--- config.mk ---
export PLATFORM = sky130hd
export DESIGN_NAME = spi_dbuf_ctrl
export DESIGN_NICKNAME = d
export VERILOG_FILES = /design/src/rtl/spi_dbuf_pkg.sv /design/src/rtl/spi_dbuf_sync.sv /design/src/rtl/spi_dbuf_clkgen.sv /design/src/rtl/spi_dbuf_shift.sv /design/src/rtl/spi_dbuf_ctrl.sv
export SDC_FILE = /design/constraint.sdc
export NUM_CORES = 1
export LEC_CHECK = 0
export CAP_MARGIN = 25
export CORE_MARGIN = 3
export CORE_UTILIZATION = 60
export CTS_CLUSTER_DIAMETER = 40
export DETAILED_ROUTE_END_ITERATION = 6
export GPL_TIMING_DRIVEN = 0
export PLACE_DENSITY = 0.84
export SLEW_MARGIN = 10
export SYNTH_ARGS = -nofsm -noshare
export SYNTH_HDL_FRONTEND = slang
export SYNTH_HIERARCHICAL = 1
export SYNTH_SLANG_ARGS = --single-unit
--- constraint.sdc ---
create_clock -name clk -period 8 [get_ports clk]
set_clock_uncertainty 0.1 [all_clocks]
set_input_delay 1.6 -clock clk [delete_from_list [all_inputs] [get_ports clk]]
set_output_delay 1.6 -clock clk [all_outputs]
set_load 0.05 [all_outputs]
--- src/rtl/spi_dbuf_pkg.sv ---
package spi_dbuf_pkg;

  localparam int unsigned WORD_W = 16;
  localparam int unsigned CNT_W  = $clog2(WORD_W) + 1;

  typedef enum logic [1:0] {
    REG_CTRL = 2'd0,
    REG_STAT = 2'd1,
    REG_DATA = 2'd2
  } reg_sel_e;

  localparam int unsigned CTRL_MASTER = 5;
  localparam int unsigned CTRL_IE     = 8;
  localparam int unsigned CTRL_WIDE   = 10;

  localparam int unsigned STAT_EN   = 15;
  localparam int unsigned STAT_OVF  = 6;
  localparam int unsigned STAT_BUSY = 3;
  localparam int unsigned STAT_IRQF = 2;
  localparam int unsigned STAT_TXF  = 1;
  localparam int unsigned STAT_RXF  = 0;

  // keep only the active part of a word for the chosen size
  function automatic logic [WORD_W-1:0] fit_word(logic [WORD_W-1:0] w, logic wide);
    return wide ? w : {8'h00, w[7:0]};
  endfunction

  // one falling-edge shift step, MSB first
  function automatic logic [WORD_W-1:0] shift_step(logic [WORD_W-1:0] sr, logic b, logic wide);
    return fit_word({sr[WORD_W-2:0], b}, wide);
  endfunction

  function automatic logic [CNT_W-1:0] word_bits(logic wide);
    return wide ? CNT_W'(16) : CNT_W'(8);
  endfunction

endpackage

--- src/rtl/spi_dbuf_sync.sv ---
module spi_dbuf_sync #(
  parameter int unsigned W      = 3,
  parameter int unsigned STAGES = 2,
  parameter logic [W-1:0] RST_VAL = '0
) (
  input  logic         clk,
  input  logic         rst_n,
  input  logic [W-1:0] d_i,
  output logic [W-1:0] q_o
);
  logic [W-1:0] stg [STAGES];

  always_ff @(posedge clk or negedge rst_n) begin
    if (!rst_n) stg[0] <= RST_VAL;
    else        stg[0] <= d_i;
  end

  for (genvar s = 1; s < STAGES; s++) begin : g_stage
    always_ff @(posedge clk or negedge rst_n) begin
      if (!rst_n) stg[s] <= RST_VAL;
      else        stg[s] <= stg[s-1];
    end
  end

  assign q_o = stg[STAGES-1];
endmodule

--- src/rtl/spi_dbuf_clkgen.sv ---
module spi_dbuf_clkgen #(
  parameter int unsigned DIV_W = 4
) (
  input  logic             clk,
  input  logic             rst_n,
  input  logic             run_i,
  input  logic [DIV_W-1:0] half_i,
  output logic             sck_o,
  output logic             rise_o,
  output logic             fall_o
);
  logic [DIV_W-1:0] cnt_q;
  logic             sck_q;
  logic             tick;

  assign tick   = run_i && (cnt_q >= half_i);
  assign rise_o = tick && !sck_q;
  assign fall_o = tick && sck_q;
  assign sck_o  = sck_q;

  always_ff @(posedge clk or negedge rst_n) begin
    if (!rst_n) begin
      cnt_q <= '0;
      sck_q <= 1'b0;
    end else if (!run_i) begin
      cnt_q <= '0;
      sck_q <= 1'b0;
    end else if (tick) begin
      cnt_q <= '0;
      sck_q <= ~sck_q;
    end else begin
      cnt_q <= cnt_q + 1'b1;
    end
  end

  // the clock returns to its idle low level once the run request drops
  p_sck_idle_low_r2: assert property (@(posedge clk) disable iff (!rst_n)
    !run_i |=> !sck_o);
endmodule

--- src/rtl/spi_dbuf_shift.sv ---
module spi_dbuf_shift
  import spi_dbuf_pkg::*;
(
  input  logic              clk,
  input  logic              rst_n,
  input  logic              wide_i,
  input  logic              load_i,
  input  logic [WORD_W-1:0] load_word_i,
  input  logic              rise_i,
  input  logic              fall_i,
  input  logic              abort_i,
  input  logic              sdi_i,
  output logic              sdo_o,
  output logic [WORD_W-1:0] word_o,
  output logic [WORD_W-1:0] next_word_o,
  output logic              done_o,
  output logic              idle_o
);
  logic [WORD_W-1:0] sr_q;
  logic              cap_q;
  logic              half_q;
  logic [CNT_W-1:0]  cnt_q;
  logic [CNT_W-1:0]  last_idx;
  logic              step;

  assign last_idx    = word_bits(wide_i) - 1'b1;
  assign step        = fall_i && half_q && !abort_i;
  assign done_o      = step && (cnt_q == last_idx);
  assign next_word_o = shift_step(sr_q, cap_q, wide_i);
  assign sdo_o       = wide_i ? sr_q[15] : sr_q[7];
  assign word_o      = sr_q;
  assign idle_o      = (cnt_q == '0) && !half_q;

  always_ff @(posedge clk or negedge rst_n) begin
    if (!rst_n) begin
      sr_q <= '0;
    end else if (load_i) begin
      sr_q <= load_word_i;
    end else if (step) begin
      sr_q <= next_word_o;
    end
  end

  always_ff @(posedge clk or negedge rst_n) begin
    if (!rst_n) begin
      cap_q  <= 1'b0;
      half_q <= 1'b0;
      cnt_q  <= '0;
    end else if (abort_i) begin
      half_q <= 1'b0;
      cnt_q  <= '0;
    end else if (rise_i && !half_q) begin
      cap_q  <= sdi_i;
      half_q <= 1'b1;
    end else if (step) begin
      half_q <= 1'b0;
      cnt_q  <= done_o ? '0 : cnt_q + 1'b1;
    end
  end

  // the bit counter stays inside the selected word length
  p_cnt_in_word_r2: assert property (@(posedge clk) disable iff (!rst_n)
    cnt_q < word_bits(wide_i));
  // an abort leaves the engine at the start of a word
  p_abort_restarts_r10: assert property (@(posedge clk) disable iff (!rst_n)
    abort_i |=> idle_o);
  // a new word is only loaded between words
  p_load_between_words_r6: assert property (@(posedge clk) disable iff (!rst_n)
    load_i |-> idle_o);
endmodule

--- src/rtl/spi_dbuf_ctrl.sv ---
module spi_dbuf_ctrl
  import spi_dbuf_pkg::*;
#(
  parameter int unsigned DIV_W       = 4,
  parameter int unsigned SYNC_STAGES = 2
) (
  input  logic        clk,
  input  logic        rst_n,
  input  logic [1:0]  bus_sel,
  input  logic        bus_wr,
  input  logic        bus_rd,
  input  logic [15:0] bus_wdata,
  output logic [15:0] bus_rdata,
  output logic        irq_o,
  input  logic        sck_i,
  output logic        sck_o,
  output logic        sck_oe,
  input  logic        ssel_n_i,
  input  logic        sdi_i,
  output logic        sdo_o
);
  localparam logic [15:0] CTRL_MASK =
    (16'(1) << CTRL_WIDE) | (16'(1) << CTRL_IE) | (16'(1) << CTRL_MASTER) |
    16'((1 << DIV_W) - 1);

  logic [15:0]       ctrl_q;
  logic              en_q, ovf_q, unread_q, irqf_q, txf_q, rxf_q, busy_q;
  logic [WORD_W-1:0] txbuf_q, rxbuf_q;
  logic              sck_prev_q;

  logic master, wide, ie, lock;
  logic wr_ctrl, wr_stat, wr_data, rd_data;
  logic s_sck, s_ssel, s_sdi;
  logic m_rise, m_fall, s_rise, s_fall, rise, fall;
  logic abort, sdi_sel, load_go;
  logic sh_done, sh_idle;
  logic [WORD_W-1:0] sh_word, sh_next;
  logic ovf_event, rx_take;
  logic [15:0] stat_w;

  assign master = ctrl_q[CTRL_MASTER];
  assign wide   = ctrl_q[CTRL_WIDE];
  assign ie     = ctrl_q[CTRL_IE];
  assign lock   = ovf_q || unread_q;

  assign wr_ctrl = bus_wr && (bus_sel == REG_CTRL);
  assign wr_stat = bus_wr && (bus_sel == REG_STAT);
  assign wr_data = bus_wr && (bus_sel == REG_DATA);
  assign rd_data = bus_rd && (bus_sel == REG_DATA);

  // slave-side pins
  spi_dbuf_sync #(.W(3), .STAGES(SYNC_STAGES), .RST_VAL(3'b010)) i_sync (
    .clk   (clk),
    .rst_n (rst_n),
    .d_i   ({sck_i, ssel_n_i, sdi_i}),
    .q_o   ({s_sck, s_ssel, s_sdi})
  );

  // master clock
  spi_dbuf_clkgen #(.DIV_W(DIV_W)) i_clkgen (
    .clk    (clk),
    .rst_n  (rst_n),
    .run_i  (busy_q && !lock),
    .half_i (ctrl_q[DIV_W-1:0]),
    .sck_o  (sck_o),
    .rise_o (m_rise),
    .fall_o (m_fall)
  );

  assign s_rise  = en_q && !master && !lock && !s_ssel && s_sck && !sck_prev_q;
  assign s_fall  = en_q && !master && !lock && !s_ssel && !s_sck && sck_prev_q;
  assign rise    = master ? m_rise : s_rise;
  assign fall    = master ? m_fall : s_fall;
  assign abort   = !en_q || (!master && s_ssel);
  assign sdi_sel = master ? sdi_i : s_sdi;
  assign load_go = en_q && txf_q && !lock && sh_idle && (!master || !busy_q);

  spi_dbuf_shift i_shift (
    .clk         (clk),
    .rst_n       (rst_n),
    .wide_i      (wide),
    .load_i      (load_go),
    .load_word_i (txbuf_q),
    .rise_i      (rise),
    .fall_i      (fall),
    .abort_i     (abort),
    .sdi_i       (sdi_sel),
    .sdo_o       (sdo_o),
    .word_o      (sh_word),
    .next_word_o (sh_next),
    .done_o      (sh_done),
    .idle_o      (sh_idle)
  );

  assign ovf_event = sh_done && rxf_q;
  assign rx_take   = sh_done && !rxf_q;

  always_ff @(posedge clk or negedge rst_n) begin
    if (!rst_n) begin
      ctrl_q     <= '0;
      en_q       <= 1'b0;
      ovf_q      <= 1'b0;
      unread_q   <= 1'b0;
      irqf_q     <= 1'b0;
      txf_q      <= 1'b0;
      rxf_q      <= 1'b0;
      busy_q     <= 1'b0;
      txbuf_q    <= '0;
      rxbuf_q    <= '0;
      sck_prev_q <= 1'b0;
    end else begin
      sck_prev_q <= s_sck;
      if (wr_ctrl) ctrl_q <= bus_wdata & CTRL_MASK;
      if (wr_stat) en_q <= bus_wdata[STAT_EN];

      if (ovf_event)                          ovf_q <= 1'b1;
      else if (wr_stat && !bus_wdata[STAT_OVF]) ovf_q <= 1'b0;

      if (ovf_event)    unread_q <= 1'b1;
      else if (rd_data) unread_q <= 1'b0;

      if (sh_done)                             irqf_q <= 1'b1;
      else if (wr_stat && !bus_wdata[STAT_IRQF]) irqf_q <= 1'b0;

      if (rx_take) begin
        rxbuf_q <= sh_next;
        rxf_q   <= 1'b1;
      end else if (rd_data) begin
        rxf_q   <= 1'b0;
      end

      if (load_go) begin
        txf_q <= 1'b0;
      end else if (wr_data && !txf_q) begin
        txbuf_q <= fit_word(bus_wdata, wide);
        txf_q   <= 1'b1;
      end

      if (!en_q || !master) busy_q <= 1'b0;
      else if (load_go)     busy_q <= 1'b1;
      else if (sh_done)     busy_q <= 1'b0;
    end
  end

  always_comb begin
    stat_w            = '0;
    stat_w[STAT_EN]   = en_q;
    stat_w[STAT_OVF]  = ovf_q;
    stat_w[STAT_BUSY] = master ? busy_q : !sh_idle;
    stat_w[STAT_IRQF] = irqf_q;
    stat_w[STAT_TXF]  = txf_q;
    stat_w[STAT_RXF]  = rxf_q;
  end

  always_comb begin
    unique case (reg_sel_e'(bus_sel))
      REG_CTRL: bus_rdata = ctrl_q;
      REG_STAT: bus_rdata = stat_w;
      REG_DATA: bus_rdata = rxbuf_q;
      default:  bus_rdata = '0;
    endcase
  end

  assign irq_o  = irqf_q && ie;
  assign sck_oe = en_q && master;

  // a word arriving on a full holder is dropped and flagged
  p_ovf_drops_word_r3: assert property (@(posedge clk) disable iff (!rst_n)
    ovf_event |=> ovf_q && $stable(rxbuf_q));
  // the shift engine is frozen during lockout
  p_locked_frozen_r4: assert property (@(posedge clk) disable iff (!rst_n)
    lock |=> $stable(sh_word));
  // no edge reaches the engine during lockout
  p_locked_no_edge_r4: assert property (@(posedge clk) disable iff (!rst_n)
    lock |-> !(rise || fall));
  // a write onto a full transmit holder leaves it untouched
  p_txf_write_ignored_r5: assert property (@(posedge clk) disable iff (!rst_n)
    wr_data && txf_q |=> $stable(txbuf_q));
  // every finished word raises the interrupt flag
  p_done_sets_flag_r7: assert property (@(posedge clk) disable iff (!rst_n)
    sh_done |=> irqf_q);
  // narrow words arrive with an empty upper byte
  p_narrow_upper_zero_r8: assert property (@(posedge clk) disable iff (!rst_n)
    rx_take && !wide |=> rxbuf_q[15:8] == 8'h00);
  // the master clock only toggles during a master transfer
  p_sck_only_busy_r2: assert property (@(posedge clk) disable iff (!rst_n)
    !busy_q |=> !sck_o);
endmodule

# Yosys cells after proc, flatten, opt, wreduce, memory -nomap -nowiden

Index checks and enable logic that the tools add are counted.
Widths: inputs -> output; s select.

Add/sub/neg operators: 3
Order comparisons: 1
Bitwise operators: 3
Reduce and logical (&&, ||, !) cells: 65
Equality and inequality tests: 5
Muxes and demuxes: 34

Operator list:

| operator            | number |
|---|---|
| $mux 16             | 4 |
| $pmux 16 s3         | 1 |
| $logic_and 1x1->1   | 32 |
| $mux 5              | 5 |
| $mux 1              | 22 |
| $logic_not 1->1     | 15 |
| $reduce_bool 2->1   | 7 |
| $mux 4              | 2 |
| $reduce_and 2->1    | 3 |
| $reduce_bool 3->1   | 2 |
| $add 5x1->5 const B | 1 |
| $eq 5x5->1          | 1 |
| $logic_not 5->1     | 1 |
| $sub 5x1->5 const B | 1 |
| $add 4x1->4 const B | 1 |
| $ge 4x4->1          | 1 |
| $logic_or 1x1->1    | 4 |
| $not 1->1           | 3 |
| $eq 2x1->1 const B  | 1 |
| $eq 2x2->1 const B  | 1 |
| $logic_not 2->1     | 1 |
| $ne 2x1->1 const B  | 1 |
| $ne 2x2->1 const B  | 1 |

Flip-flop bits (word level): 81
Output and inout port bits: 20

# Logic depth before layout (Yosys ltp)

Gate-level depths: netlist of run 1.

Depth in word-level cells: 14
Gate-level depth with buffers: 16
Mapped depth without buffers: 12

# By module

The synthesis of run 1 kept the hierarchy.

By module, submodules not included:

| module          | area an instance (um^2) | seq. area each (um^2) | cells an instance | times used |
|---|---|---|---|---|
| spi_dbuf_ctrl   | 2179.6                  | 1176.1                | 173               | 1 |
| spi_dbuf_shift  | 1286.2                  | 575.6                 | 132               | 1 |
| spi_dbuf_clkgen | 335.3                   | 125.1                 | 32                | 1 |
| spi_dbuf_sync   | 175.2                   | 152.6                 | 9                 | 1 |

# Worst setup path after synthesis of run 1

Ideal clock, no wire load.

Path kind: input port to output port
Start point: input bus_sel[1]
End point: output bus_rdata[3]
Arrival: 2.959 ns
Cell stages on the path: 2
Buffers on the path: 0
Data required time: 6.300 ns
Path slack: 3.341 ns
Cells stage by stage: nand2b_1 o32ai_1

Longest elaborated chain between the ends: 2

Ends and longest elaborated chain:

| element                            | RTL line             | text |
|---|---|---|
| from (decl)                        | spi_dbuf_ctrl.sv:9   | `input logic [1:0] bus_sel,` |
| $eq 2x2->1 (tied with other cells) | spi_dbuf_ctrl.sv:156 | `unique case (reg_sel_e'(bus_sel))` |
| $pmux 16 s3 (*)                    | spi_dbuf_ctrl.sv:156 |  |
| to (decl)                          | spi_dbuf_ctrl.sv:13  | `output logic [15:0] bus_rdata,` |

Every way passes the cells marked *; elsewhere a longest branch is shown, timed or not.

# Worst setup path after layout of run 1

Start point: input bus_sel[1]
End point: output bus_rdata[15]

Same word-level chain as after synthesis.

==> metrics.txt, run 1 <==
max_cap viols 0; total CTS buffers 9; critical path's largest stage delay 0.81 ns; Core Rows 28; drt drc 0; status completed; routed len/inst 17.3 µm; Setup Viol. Count Final 0; maximum VDD drop ~0.2 mV; Worst-Margin Slew 0.898 ns; DIE HEIGHT approximately 87 µm; warnings from Yosys 6; M1 GR Usage about 34%; htree depth 3; Clk Latency, worst-skew pair 0.35 ns; Worst setup SP type input port; Arr. time, crit path 3.91 ns; post-CTS setup buffers 0; Finished Layout Cells 475; Final min period 5.61 ns; global placer's final weighted congestion 0.821; Area Growth Syn to Fin 20.0%; Required @ worst endpoint 6.30 ns; crit path cell chain clkdlybuf4s50_1, nor2b_1, a22o_1, clkdlybuf4s50_1; clk sinks 81; grt total ovfl 0; DRT Pass-1 Iters 4; Resized Gates After CTS 0; Die ar. 7550 µm²; Clk pin slew, worst setup/hold paths 0.08 ns; Clk Tree Root Cell clkbuf_8; layout cell share with drive strength beyond 1 18.8%; Vias/cell 5.73; relative slew slack approximately two fifths; layout net count around 430; DRT Wirelength 8.23 mm; syn nets 371; I/O pins 45; Slew Viols, Final 0; clock buffer depth 2; dpl ws between 2 and 2.5 ns; Leak 2.20 nW; Netlist Area Pre-Place 3920 µm²; fill count 395; Ant. Diodes 0; setup ws final 2.39 ns; Starting Density 64.0%; Syn Inst Count 339; grt peak-use layer met2; routing usage on met3 5.58%; placed insts 459; CTS tree done; DP Wirelength about 5.8 mm; post-route setup TNS 0 ns; Die Span X around 87 µm; CP max FO 9; CP endpoint kind output port; Hold-fix buffers, CTS 0; port bufs 44; maximum operating frequency 178 MHz; M2 GR Usage 39.1%; DRT antenna net count 0; Critical-path top delay cell clkdlybuf4s50_1; gr usage total 24.8%; vias in the first global route 2850; Hold Vio Cnt, Final 0; Power Density 251 nW/µm²; Hold WC Path Type flip-flop to flip-flop; fin crit share 70.2%; crit-path most repeated cell clkdlybuf4s50_1; antenna violations before repair 0; DRT iter0 DRCs roughly 170; core area 6130 µm²; largest net degree at the start of global routing 60; via count 2724; unrepaired setup endpoints after global routing no; first-pass GRT wire length between 10 and 15 mm; Post-Syn Area per Cell roughly 12 µm²; Setup CP Type input port to output port
==> state kept, by name (all words and copies together) (netlist names), 3 cells and up <==
| register | count |
|---|---|
| ctrl_q | 7 |
| i_clkgen/cnt_q | 4 |
| i_shift/cnt_q | 5 |
| i_shift/word_o | 16 |
| i_sync/q_o | 3 |
| i_sync/stg | 3 |
| rxbuf_q | 16 |
| txbuf_q | 16 |
==> through the flow <==
step	total power, W	utilization [%]	instance area [µm²]	hold slack, ns
6_report	0.00118	76.8	4710	0.253
5_1_grt	0.00125	76.8	4710	0.267
4_1_cts	0.00119	76.8	4710	0.255
3_5_place_dp	0.000851	73.1	4480	0.240
3_3_place_gp	0.000837	72.7	4460	0.232
2_1_floorplan	0.000754	-	3920	0.231
==> routing by layer <==
metal	wire [µm]	share of wire [%]
met5	0	0
met4	178	2.2
met3	396	4.8
met2	3940	48
met1	3710	45
==> layout by cell type, fill, tap and decap left out, types with 4 or more instances in the layout <==
| master | count |
|---|---|
| nor2b_1 | 6 |
| ha_1 | 7 |
| nand3_1 | 4 |
| dfrtp_1 | 79 |
| mux2_2 | 32 |
| nor2_1 | 13 |
| inv_1 | 19 |
| clkbuf_1 | 6 |
| clkdlybuf4s50_1 | 43 |
| buf_4 | 8 |
| nand2_1 | 32 |
| buf_6 | 4 |
| and2_1 | 18 |
| a21oi_1 | 6 |
| mux2i_1 | 31 |
| nand3b_1 | 4 |
| clkbuf_8 | 10 |
| o21ai_1 | 16 |
==> worst max-delay path, delay by kind of cell <==
kind | cells | cell delay, ns
AOI/OAI and AO/OA | 1 | 0.29
buffers and inverters | 2 | 1.38
and+or+nand+nor | 1 | 0.63
==> final cells by class <==
class	instances	area [µm²]	area share [%]
Sequential cell	81	2030	43.1
Clock buffer	10	138	2.92
Buffer	19	130	2.76
Timing Repair Buffer	45	465	9.88
Tap cell	75	93.8	1.99
Multi-Input combinational cell	220	1690	35.9
Clock inverter	6	88.8	1.89
Inverter	19	71.3	1.51
==> report_power, final <==
| group | switching [W] | internal (W) |
|---|---|---|
| Clock | 0.000148 | 0.000185 |
| Combinational | 0.000155 | 0.000132 |
| Sequential | 0.0000601 | 0.000500 |
==> path summary, 6_finish.rpt <==
check,start,endpoint,slack (ns),depth (start not counted)
max,bus_sel[1],bus_rdata[15],2.39,4
min,i_sync/stg[3],i_sync/q_o[0],0.25,0
max reg2reg,ovf_q,rxbuf_q[1],3.88,10
min reg2reg,i_sync/stg[3],i_sync/q_o[0],0.25,0
max in group asynchronous,rst_n,i_sync/q_o[1],6.12,2
min in group asynchronous,rst_n,txbuf_q[12],1.04,1
(Power assumes the default switching activity.)
==> inputs of run 2 (changes only) <==
CORE_UTILIZATION = 51   (was 60)
PLACE_DENSITY = 0.76   (was 0.84)
clock period = 4.5 ns   (was 8 ns; I/O delays follow)
==> run 2 against run 1 <==
Against the previous run: global-route usage shrank 3.6 points; clock power grew 79%; setup slack lost 2.1 ns; combinational power grew 78%; largest cell class unchanged.
==> metrics.txt, run 2 (synthesis gave the netlist of run 1 again) <==
via count between 2000 and 3000; R2R depth 10; drt drc 0; Worst-Margin Slew 0.877 ns; clk sinks 81; commonest non-fill, non-tap cell in the layout dfrtp_1; CP endpoint kind output port; routed len/inst 16.8 µm; maximum VDD drop approximately 0.24 mV; Hold Path End i_sync/q_o[1]; Setup CP Type input port to output port; core area between 7000 and 8000 µm²; layout net count 427; DP Wirelength 6.00 mm; vias in the first global route about 2900; max_cap viols 0; PnR Total Power 0.00210 W; CTS tree done; fill count just under 600; I/O pins 45; antenna violations before repair 0; Hold Vio Cnt, Final 0; DRT iter0 DRCs 119; R2R setup slack about 0.35 ns; Area Growth Syn to Fin 20.5%; relative slew slack between 40 and 50%; port bufs 44; most frequent cells in the layout dfrtp_1, clkdlybuf4s50_1, nand2_1, mux2_2, mux2i_1; placed insts 483; Worst R2R Start ovf_q; Die ar. 8780 µm²; hold_sp i_sync/stg[4]; Finished Layout Cells 499; largest net degree at the start of global routing 44; gr usage total 21.1%; Hold WC Path Type flip-flop to flip-flop; Clk pin slew, worst setup/hold paths 0.08 ns; Clk Tree Root Cell clkbuf_8; status completed; Resized Gates After CTS 0; maximum operating frequency 237 MHz; Final min period 4.22 ns; Leak 2.20 nW; Arr. time, crit path between 3 and 4 ns; Die Span X 93.7 µm; DRT Wirelength 8.38 mm; worst hold path cell count 0; post-layout util 64.2%; Required @ worst endpoint 3.50 ns; DIE HEIGHT between 90 and 100 µm; Vias/cell 5.50; Worst setup SP type input port; clock buffer depth 2; global placer's final weighted congestion just over 0.8; Core Rows 31; htree depth 3; hold_ws approximately 0.26 ns; post-CTS setup buffers 0; routed wl met2 4.07 mm; layout cell share with drive strength beyond 1 ~18%; total CTS buffers 9; DRT Pass-1 Iters 4; Setup Viol. Count Final 0; DR top layer met4; Starting Density 53.2%; unrepaired setup endpoints after global routing no; worst r2r dst rxbuf_q[3]; DRT antenna net count 0; Slew Viols, Final 0; Hold-fix buffers, CTS 0; first-pass GRT wire length 14.1 mm; fin crit share 93.8%; Power Density 443 nW/µm²; Ant. Diodes 0; grt total ovfl 0; CP max FO 9; wl on met1 around 3.7 mm; DR WL met3 382 µm; Clk Latency, worst-skew pair 0.35 ns
-- run 2: changes by cell type in the layout (fill, tap and decap cells not counted), sizes merged --
cell / previous run / this run
clkbuf: 16 / 20
clkinvlp: 2 / 0
clkinv: 1 / 0
inv: 20 / 19
-- run 2: worst max-delay path: stages --
cell and delay [ns]:
clkdlybuf4s50_1 0.58, nor2b_1 0.67, a22o_1 0.26, clkdlybuf4s50_1 0.80
-- run 2: worst max-delay path by stage --
stage | start | endpoint | slack, ns | cells past startpoint
3_5_place_dp | bus_sel[1] | bus_rdata[6] | 0.26 | 4
4_1_cts | bus_sel[1] | bus_rdata[6] | 0.25 | 4
3_3_place_gp | rst_n | txbuf_q[2] | -0.41 | 1
2_1_floorplan | ovf_q | rxbuf_q[0] | 1.08 | 10
6_report | bus_sel[1] | bus_rdata[6] | 0.28 | 4
5_1_grt | en_q | rxbuf_q[0] | 0.08 | 10
-- run 2: routing by layer --
metal	vias to the layer above	GRT usage, %
met2	68	33.7
met1	1374	28.3
li1	1287	-
met4	0	9.63
met5	-	0
met3	16	3.53
-- run 2: through the flow --
step / cell area (µm²) / TNS (ns) / worst slack [ns]
final: 4730 / 0 / 0.278
after global routing: 4730 / 0 / 0.0770
after CTS: 4730 / 0 / 0.251
after detailed placement: 4510 / 0 / 0.256
after global placement: 4490 / -31.86 / -0.407
after floorplan: 3920 / 0 / 1.08
-- run 2: final cells by class --
| cell class | instances | area, µm² | share of cell area (%) |
|---|---|---|---|
| Sequential cell | 81 | 2030 | 42.9 |
| Multi-Input combinational cell | 220 | 1690 | 35.8 |
| Timing Repair Buffer | 45 | 458 | 9.69 |
| Clock buffer | 14 | 163 | 3.44 |
| Buffer | 19 | 130 | 2.75 |
| Tap cell | 99 | 124 | 2.62 |
| Inverter | 19 | 71.3 | 1.51 |
| Clock inverter | 2 | 60.1 | 1.27 |
-- run 2: power breakdown --
group          internal [W]  switching [W]  leakage, nW
clock network      0.000344       0.000249        0.111
logic              0.000235       0.000277         1.04
registers          0.000889       0.000102         1.05
total               0.00147       0.000628         2.20
